===== src/rtl/irq_arb_pkg.sv =====
package irq_arb_pkg;
  localparam int NUM_LVL   = 7;
  localparam int LVL_W     = $clog2(NUM_LVL + 1);
  localparam int SAVE_DEPTH = 8;
  typedef logic [LVL_W-1:0] lvl_t;
endpackage


===== src/rtl/irq_prio_encoder.sv =====
module irq_prio_encoder #(
  parameter int N = 7,
  parameter int W = $clog2(N + 1)
) (
  input  logic [N-1:0] lines_i,
  output logic [W-1:0] level_o
);
  // highest set line wins; later iterations overwrite lower ones
  always_comb begin
    level_o = '0;
    for (int i = 0; i < N; i++) begin
      if (lines_i[i]) level_o = W'(i + 1);
    end
  end
endmodule


===== src/rtl/irq_edge_latch.sv =====
module irq_edge_latch (
  input  logic clk,
  input  logic rst_n,
  input  logic line_i,
  input  logic clear_i,
  output logic pend_o
);
  logic line_q, pend_q, rise;

  assign rise   = line_i & ~line_q;
  assign pend_o = pend_q | rise;

  always_ff @(posedge clk) begin
    if (!rst_n) begin
      line_q <= 1'b0;
      pend_q <= 1'b0;
    end else begin
      line_q <= line_i;
      pend_q <= pend_o & ~clear_i;
    end
  end

  // a held line must not raise a new pending edge
  assert_no_rearm_R4: assert property (@(posedge clk) disable iff (!rst_n)
    (clear_i && line_i) |=> !pend_o);
endmodule


===== src/rtl/irq_save_stack.sv =====
module irq_save_stack #(
  parameter int DEPTH = 8,
  parameter int W     = 3
) (
  input  logic         clk,
  input  logic         rst_n,
  input  logic         push_i,
  input  logic         pop_i,
  input  logic [W-1:0] din_i,
  output logic [W-1:0] top_o,
  output logic         empty_o,
  output logic         full_o,
  output logic         ovf_o
);
  localparam int SP_W = $clog2(DEPTH + 1);
  localparam int IX_W = (DEPTH > 1) ? $clog2(DEPTH) : 1;

  logic [W-1:0]    mem [DEPTH];
  logic [SP_W-1:0] sp;

  assign empty_o = (sp == '0);
  assign full_o  = (sp == SP_W'(DEPTH));
  assign top_o   = empty_o ? '0 : mem[IX_W'(sp - SP_W'(1))];

  always_ff @(posedge clk) begin
    if (!rst_n) begin
      sp    <= '0;
      ovf_o <= 1'b0;
    end else if (push_i) begin
      if (full_o) ovf_o <= 1'b1;
      else begin
        mem[IX_W'(sp)] <= din_i;
        sp             <= sp + SP_W'(1);
      end
    end else if (pop_i && !empty_o) begin
      sp <= sp - SP_W'(1);
    end
  end

  assert_no_overflow_R9: assert property (@(posedge clk) disable iff (!rst_n)
    (push_i && full_o) |=> (ovf_o && full_o));
  assert_sp_bound_R8: assert property (@(posedge clk) disable iff (!rst_n)
    sp <= SP_W'(DEPTH));
endmodule


===== src/rtl/irq_level_arbiter.sv =====
module irq_level_arbiter
  import irq_arb_pkg::*;
#(
  parameter int   DEPTH      = SAVE_DEPTH,
  parameter lvl_t RESET_PRIO = lvl_t'(NUM_LVL)
) (
  input  logic             clk,
  input  logic             rst_n,
  input  logic [NUM_LVL-1:0] req_i,
  input  logic             boundary_i,
  input  logic             prio_wr_i,
  input  logic [LVL_W-1:0] prio_wdata_i,
  input  logic             rtn_i,
  output logic             take_o,
  output logic [LVL_W-1:0] take_level_o,
  output logic [LVL_W-1:0] cur_prio_o,
  output logic [LVL_W-1:0] pending_level_o,
  output logic             stack_ovf_o
);
  localparam lvl_t TOP_LVL = lvl_t'(NUM_LVL);

  logic [NUM_LVL-1:0] eff_lines;
  logic               nmi_pend;
  lvl_t               lvl, saved;
  logic               accept, is_nmi, do_pop, do_wr;
  logic               stk_empty, stk_full;

  irq_edge_latch u_nmi (
    .clk(clk), .rst_n(rst_n), .line_i(req_i[NUM_LVL-1]),
    .clear_i(accept && is_nmi), .pend_o(nmi_pend)
  );

  assign eff_lines = {nmi_pend, req_i[NUM_LVL-2:0]};

  irq_prio_encoder #(.N(NUM_LVL), .W(LVL_W)) u_enc (
    .lines_i(eff_lines), .level_o(lvl)
  );

  assign pending_level_o = lvl;
  assign is_nmi = (lvl == TOP_LVL);
  assign accept = boundary_i && (is_nmi || (lvl > cur_prio_o));
  assign do_pop = rtn_i && !accept;
  assign do_wr  = prio_wr_i && !accept && !rtn_i;

  irq_save_stack #(.DEPTH(DEPTH), .W(LVL_W)) u_stk (
    .clk(clk), .rst_n(rst_n), .push_i(accept), .pop_i(do_pop),
    .din_i(cur_prio_o), .top_o(saved), .empty_o(stk_empty),
    .full_o(stk_full), .ovf_o(stack_ovf_o)
  );

  always_ff @(posedge clk) begin
    if (!rst_n) begin
      cur_prio_o   <= RESET_PRIO;
      take_o       <= 1'b0;
      take_level_o <= '0;
    end else begin
      take_o <= accept;
      if (accept) begin
        take_level_o <= lvl;
        cur_prio_o   <= lvl;
      end else if (do_pop) begin
        if (!stk_empty) cur_prio_o <= saved;
      end else if (do_wr) begin
        cur_prio_o <= prio_wdata_i;
      end
    end
  end

  assert_enc_top_R1: assert property (@(posedge clk) disable iff (!rst_n)
    (lvl != '0) |-> eff_lines[lvl - lvl_t'(1)]);
  assert_take_on_boundary_R2: assert property (@(posedge clk) disable iff (!rst_n)
    take_o |-> $past(boundary_i));
  assert_take_above_prio_R2: assert property (@(posedge clk) disable iff (!rst_n)
    (take_o && take_level_o != TOP_LVL) |-> (take_level_o > $past(cur_prio_o)));
  assert_nmi_taken_R3: assert property (@(posedge clk) disable iff (!rst_n)
    (boundary_i && nmi_pend) |=> (take_o && take_level_o == TOP_LVL));
  assert_prio_tracks_take_R5: assert property (@(posedge clk) disable iff (!rst_n)
    take_o |-> (cur_prio_o == take_level_o));
  assert_stack_full_flag_R9: assert property (@(posedge clk) disable iff (!rst_n)
    (accept && stk_full) |=> stack_ovf_o);
endmodule


===== config.mk =====
export PLATFORM = sky130hd
export DESIGN_NAME = irq_level_arbiter
export DESIGN_NICKNAME = d
export VERILOG_FILES = /design/src/rtl/irq_arb_pkg.sv /design/src/rtl/irq_prio_encoder.sv /design/src/rtl/irq_edge_latch.sv /design/src/rtl/irq_save_stack.sv /design/src/rtl/irq_level_arbiter.sv
export SDC_FILE = /design/constraint.sdc
export NUM_CORES = 1
export LEC_CHECK = 0
export ABC_AREA = 0
export CAP_MARGIN = 20
export CORE_MARGIN = 5
export CORE_UTILIZATION = 30
export DETAILED_ROUTE_END_ITERATION = 10
export REMOVE_ABC_BUFFERS = 1
export SYNTH_ARGS = -nofsm -noshare
export SYNTH_HDL_FRONTEND = slang
export SYNTH_HIERARCHICAL = 1
export SYNTH_SLANG_ARGS = --single-unit

===== constraint.sdc =====
create_clock -name clk -period 3.05 [get_ports clk]
set_clock_uncertainty 0.15 [all_clocks]
set_input_delay 0.7625 -clock clk [delete_from_list [all_inputs] [get_ports clk]]
set_output_delay 0.7625 -clock clk [all_outputs]
set_load 0.05 [all_outputs]

==> results of run 1 <==
where the power goes:
part           switching, W  internal (W)
logic              0.000633      0.000538
registers         0.0000767      0.000651
clock network      0.000184      0.000328
per-stage QoR:
stage	hold slack [ps]	power, W	cells	TNS [ps]
global placement	297.3	0.001734	281	-14670
CTS	317.7	0.002380	290	0
detailed placement	307.6	0.001742	281	-15670
global route	341.1	0.002557	290	-129.1
finish	312.6	0.002410	290	0
floorplan	314.3	0.001414	160	-38280
worst paths after layout:
kind,startpoint,end,cells after the start
worst min-delay path,take_level_o[0],take_level_o[0],2
worst max register to register,u_nmi/line_q,u_stk/mem[0][0],13
worst max-delay path,req_i[6],u_stk/mem[0][0],14
worst min register to register,take_level_o[0],take_level_o[0],2
per-layer routing:
| metal | vias up | GRT usage | wire (µm) |
|---|---|---|---|
| met2 | 31 | 0.1793 | 2158 |
| li1 | 688 | - | - |
| met3 | 6 | 0.03506 | 174 |
| met4 | 0 | 0.04963 | 100 |
| met5 | - | 0 | 0 |
| met1 | 675 | 0.1381 | 1971 |
what timing repair did:
item / 4_1_cts / 5_1_grt
endpoints found under the setup margin: 28 / 19
gates resized for setup: 32 / 13
buffers inserted: 1 / 0
pin swaps: 18 / 7
registers in the layout, indices dropped and copies added (netlist names):
register and cells:
u_nmi/pend_q 1, take_level_o 3, take_o 1, u_stk/mem 24, u_nmi/line_q 1, u_stk/sp 4, u_stk/ovf_o 1, cur_prio_o 3
synthesized netlist by cell type, types with 2 or more instances:
master	number	area [µm²]
mux2i_1	8	80.08
nand4_1	4	25.02
nor2_1	18	67.56
dfxtp_1	14	280.3
edfxtp_1	24	720.7
o21ai_1	4	20.02
xor2_1	2	17.52
nand2_1	19	71.32
inv_1	11	41.29
nand2b_1	2	12.51
a21oi_1	8	40.04
mux4_1	6	157.7
xnor2_1	2	17.52
nor2b_1	3	18.77
and2_1	4	25.02
o211a_1	2	20.02
o21ai_0	4	20.02
ha_1	5	62.56
o221ai_1	2	17.52
nor3_1	2	10.01
nor2b_4	2	27.53
buf_6	3	33.78
and2_2	2	15.01
worst register-to-register path: stages (launching register included):
cell and delay, ps:
dfxtp_1 370, nor2b_4 50, or2_4 270, nor2_4 100
nand2_2 90, ha_4 300, nor2_4 40, a31oi_4 150
a31oi_4 110, inv_2 100, buf_6 100, nand4_1 230
nor3_2 200, buf_4 160
area by class of cell:
class                      count  area [µm²]
clock buffer                   5       68.82
clock inverter                 3       68.82
fill                         583        3583
inverter                      13       48.80
multi-input combinational    109       968.4
sequential                    38        1001
tap                           77       96.34
timing repair buffer          45       441.7
cell families (layout without fill, tap and decap cells):
group | after synthesis | after routing | share of synthesized area
simple gates | 59 | 59 | 0.1561
flops | 38 | 38 | 0.5205
compound gates | 27 | 27 | 0.1015
buf+inv | 18 | 66 | 0.04749
mux | 14 | 14 | 0.1236
fa+ha+maj | 5 | 5 | 0.03253
xor+xnor | 4 | 4 | 0.01822
==> qor.yml, run 1 <==
power:
  p_per_area_nw_per_um2: 894.6
  p_leak_nw: 1.076
  ir_drop_mv: 0.3409
floorplan:
  core_um2: 6277
  pin_count: 26
  initial_core_util: 0.3064
  die_h_um: 90.07
  dieArea_um2: 8112
  die_w_um: 90.07
  rows: 29
clock_tree:
  cts_tree: "done"
  cts.path.max_buffers: 2
  cts_buffers: 5
  cts_max_level: 2
  insertion_delay_ps: 290
  path_clk_slew_ps: 80
  holdBufCountCts: 0
  clock-root-buffer: "clkbuf_8"
  cts.sinks: 38
global_route:
  grt_first_pass_wirelength_um: 7245
  grt_pass1_vias: 1472
  antenna_found_initial: 0
  grt_max_degree: 14
  grt_overflow: 0
  grt_usage: 0.1120
sta:
  max_freq_mhz: 337.5
  slew_viol_final: 0
  finalHoldViolations: 0
  worstMarginPinSlew_ps: 528.8
  finalSetupViolations: 0
  period_needed_ps: 2963
  relSlewSlack: 0.6464
  rsz0062_at_grt: "true"
  worst_slack_ps: 86.96
  fin_crit_sh: 0.9715
setup_path:
  path_cells: "buf_6, nor2b_4, or2_4, nor2_4, nand2_2, ha_4, nor2_4, a31oi_4, a31oi_4, inv_2, buf_6, nand4_1, nor3_2, buf_4"
  cp_max_fo: 4
  worstPathRequired_ps: 2910
  worstSetupPathType: "input pin to flip-flop"
  critPathBufInv: 4
  crit_family: "simple AND/OR/NAND/NOR gates"
  slowest_delay_ps: 300
  end_kind: "flip-flop"
  cp_slowest_cell: "ha_4"
  reg2reg_slack_ps: 340
  critPathLaunchType: "input pin"
  crit_arrival_ps: 2820
logic_synthesis:
  synthFlopType: "edfxtp_1"
  ys_types: 37
  syn_inst: 165
  yosysSeqAreaShare: 0.5205
  syn_area_um2: 1923
  synth_warnings: 6
  synth_edf_count: 24
  avgSynthCellArea_um2: 11.66
  ys_ff_latch: 38
  synthArstFlopShare: 0
placement:
  dp_slack_ps: -612.7
  dp_hpwl_um: 3045
  gp_congestion: 0.7347
  placed_cell_area_um2: 2400
  io_buffers: 25
detailed_routing:
  vias_per_cell: 4.828
  drt_pass1_iterations: 4
  routed_wl_um: 4405
  antenna_left: 0
  num_vias: 1400
  drc: 0
  first_iter_violations: 81
  wl_per_cell_um: 15.19
min_path:
  hp-class: "flip-flop to flip-flop"
final_layout:
  final_cell_mix: "24 x edfxtp_1, 17 x nand2_1, 17 x buf_4"
  n_antenna_cell: 0
  fin_util: 0.4291
  fin_nets: 232
  final_common_cell: "edfxtp_1"
  area_growth_pct: 40.08
  final_cell_area_um2: 2694
  drive_above_1_share: 0.3052
status:
  outcome: "complete, no violations"
job:
  cap_viol_max_count: 0
(Power assumes the default switching activity.)
==> inputs of run 2 (changes only) <==
CORE_UTILIZATION = 35   (was 30)
CTS_BUF_LIST = sky130_fd_sc_hd__clkbuf_4 sky130_fd_sc_hd__clkbuf_8   (was not set)
==> run 2 against run 1 <==
Setup slack better by 29 ps. Clock-buffer cell count did not move. Final cell count decreased by 1.7%. Non-clock buffer count is the same. Worst hold slack worse by 0.77 ps. Sequential power grew 0.8%. Fmax grew 0.99%. Flip-flop and latch count unchanged. Critical path depth is the same. Wire length fell by 2.8%. Sequential share of layout area rose by 0.30 points.
==> qor.yml, run 2 (same netlist as run 1, synthesis figures left out) <==
setup_path:
  crit_family: "simple AND/OR/NAND/NOR gates"
  worstPathRequired_ps: 3100
  worstSetupPathType: "input pin to flip-flop"
  cp_slowest_cell: "or4_4"
  end_kind: "flip-flop"
  critPathLaunchType: "input pin"
  cp_max_fo: 3
  path_cells: "buf_6, nor2b_4, or2_1, nor2_2, nand2_2, ha_4, nor2_4, a31oi_4, a31oi_4, inv_2, or4_4, a221oi_2, nand2_1, o211a_1"
  critPathBufInv: 2
  critPathMostFrequentCell: "a31oi_4"
  crit_arrival_ps: 2990
  slowest_delay_ps: 430
global_route:
  antenna_found_initial: 0
  grt_overflow: 0
  grt_pass1_vias: 1487
  grt_usage: 0.1318
  grt_first_pass_wirelength_um: 7300
  grt_max_degree: 14
final_layout:
  multi_input_area_um2: 974.7
  area_growth_pct: 38.97
  fin_nets: 232
  n_antenna_cell: 0
  regMostFlops: "u_stk/mem"
  fillerInstances: 480
  final_cell_area_um2: 2673
  largest_register_ffs: 24
  final_common_cell: "edfxtp_1"
  drive_above_1_share: 0.3239
  fin_util: 0.4914
  final_cell_mix: "24 x edfxtp_1, 18 x buf_4, 17 x nand2_1"
  regArea_um2: 1001
  largestRegisters: "u_stk/mem: 24 flops, u_stk/sp: 4 flops"
floorplan:
  initial_core_util: 0.3536
  core_um2: 5439
  pin_count: 26
  die_w_um: 84.13
  die_h_um: 84.13
  dieArea_um2: 7077
  rows: 27
job:
  cap_viol_max_count: 0
sta:
  relSlewSlack: 0.6635
  rsz0062_at_grt: "false"
  slew_viol_final: 0
  worstMarginPinSlew_ps: 503.2
  fin_crit_sh: 0.9619
  worst_slack_ps: 116.1
  max_freq_mhz: 340.8
  finalSetupViolations: 0
  finalHoldViolations: 0
  period_needed_ps: 2934
detailed_routing:
  routed_wl_um: 4280
  drc: 0
  num_vias: 1402
  vias_per_cell: 4.919
  first_iter_violations: 50
  wl_per_cell_um: 15.02
  antenna_left: 0
  drt_pass1_iterations: 4
placement:
  dp_hpwl_um: 2980
  io_buffers: 25
  placed_cell_area_um2: 2371
  gp_congestion: 0.8451
  dp_slack_ps: -646.8
clock_tree:
  cts.sinks: 38
  path_clk_slew_ps: 80
  insertion_delay_ps: 300
  cts_max_level: 2
  holdBufCountCts: 0
  cts_buffers: 5
  cts.path.max_buffers: 2
  cts_tree: "done"
  clock-root-buffer: "clkbuf_8"
power:
  p_leak_nw: 1.057
  ir_drop_mv: 0.3616
  p_per_area_nw_per_um2: 875.3
status:
  outcome: "complete, no violations"
min_path:
  hp-class: "flip-flop to flip-flop"
## run 2: cell types whose count changed in the layout (fill, tap and decap cells not counted), sizes merged
| cell | before | now |
|---|---|---|
| dlygate4sd2 | 3 | 5 |
| clkdlybuf4s15 | 2 | 0 |
| clkinvlp | 0 | 2 |
| inv | 13 | 12 |
| bufinv | 2 | 1 |
## run 2: cell type report
| class | instances | area share |
|---|---|---|
| flip-flops and latches | 38 | 0.3745 |
| multi-input cells | 109 | 0.3647 |
| repair buffers | 45 | 0.1662 |
| well taps | 72 | 0.03371 |
| clock buffers | 5 | 0.02575 |
| inverters | 13 | 0.01826 |
| clock inverters | 3 | 0.01685 |
## run 2: power by group
| part | total (W) | switching, W | internal (W) |
|---|---|---|---|
| logic | 0.00117 | 0.000624 | 0.000546 |
| registers | 0.000733 | 0.0000829 | 0.000650 |
| clock network | 0.000436 | 0.000193 | 0.000243 |
| total | 0.00234 | 0.000900 | 0.00144 |
## run 2: worst register-to-register path: stages (launching register included)
cell	delay, ps
dfxtp_1	370
nor2b_4	50
or2_1	230
nor2_2	150
nand2_2	100
ha_4	250
nor2_4	120
a31oi_4	40
a31oi_4	180
inv_2	80
or4_4	430
a221oi_2	240
nand2_1	70
o211a_1	120
## run 2: final timing paths
path / start / to / slack [ps] / cells after the start
setup / recovery: req_i[6] / u_stk/sp[3] / 120 / 14
hold / removal: take_level_o[0] / take_level_o[0] / 310 / 2
setup reg to reg: u_nmi/line_q / u_stk/sp[3] / 370 / 13
hold reg to reg: take_level_o[0] / take_level_o[0] / 310 / 2
## run 2: timing repair
action	CTS	global route
setup buffers	4	1
gates resized for setup	32	15
endpoints found under the setup margin	28	28
pin swaps	15	10
## run 2: stage by stage
| stage | std cells | total power [W] | hold slack [ps] | TNS [ps] |
|---|---|---|---|---|
| 2_1_floorplan | 160 | 0.001414 | 314.3 | -38280 |
| 3_3_place_gp | 273 | 0.001728 | 298.7 | -15110 |
| 3_5_place_dp | 273 | 0.001733 | 300.1 | -17130 |
| 4_1_cts | 285 | 0.002301 | 315.2 | 0 |
| 5_1_grt | 285 | 0.002490 | 347.8 | 0 |
| 6_report | 285 | 0.002339 | 311.9 | 0 |
## run 2: layer usage
layer | vias to the layer above | track usage | wire length (µm)
met4 | 0 | 0.06433 | 103
met1 | 677 | 0.1597 | 1959
met2 | 27 | 0.2159 | 2079
li1 | 691 | - | -
met5 | - | 0 | 0
met3 | 7 | 0.03554 | 137
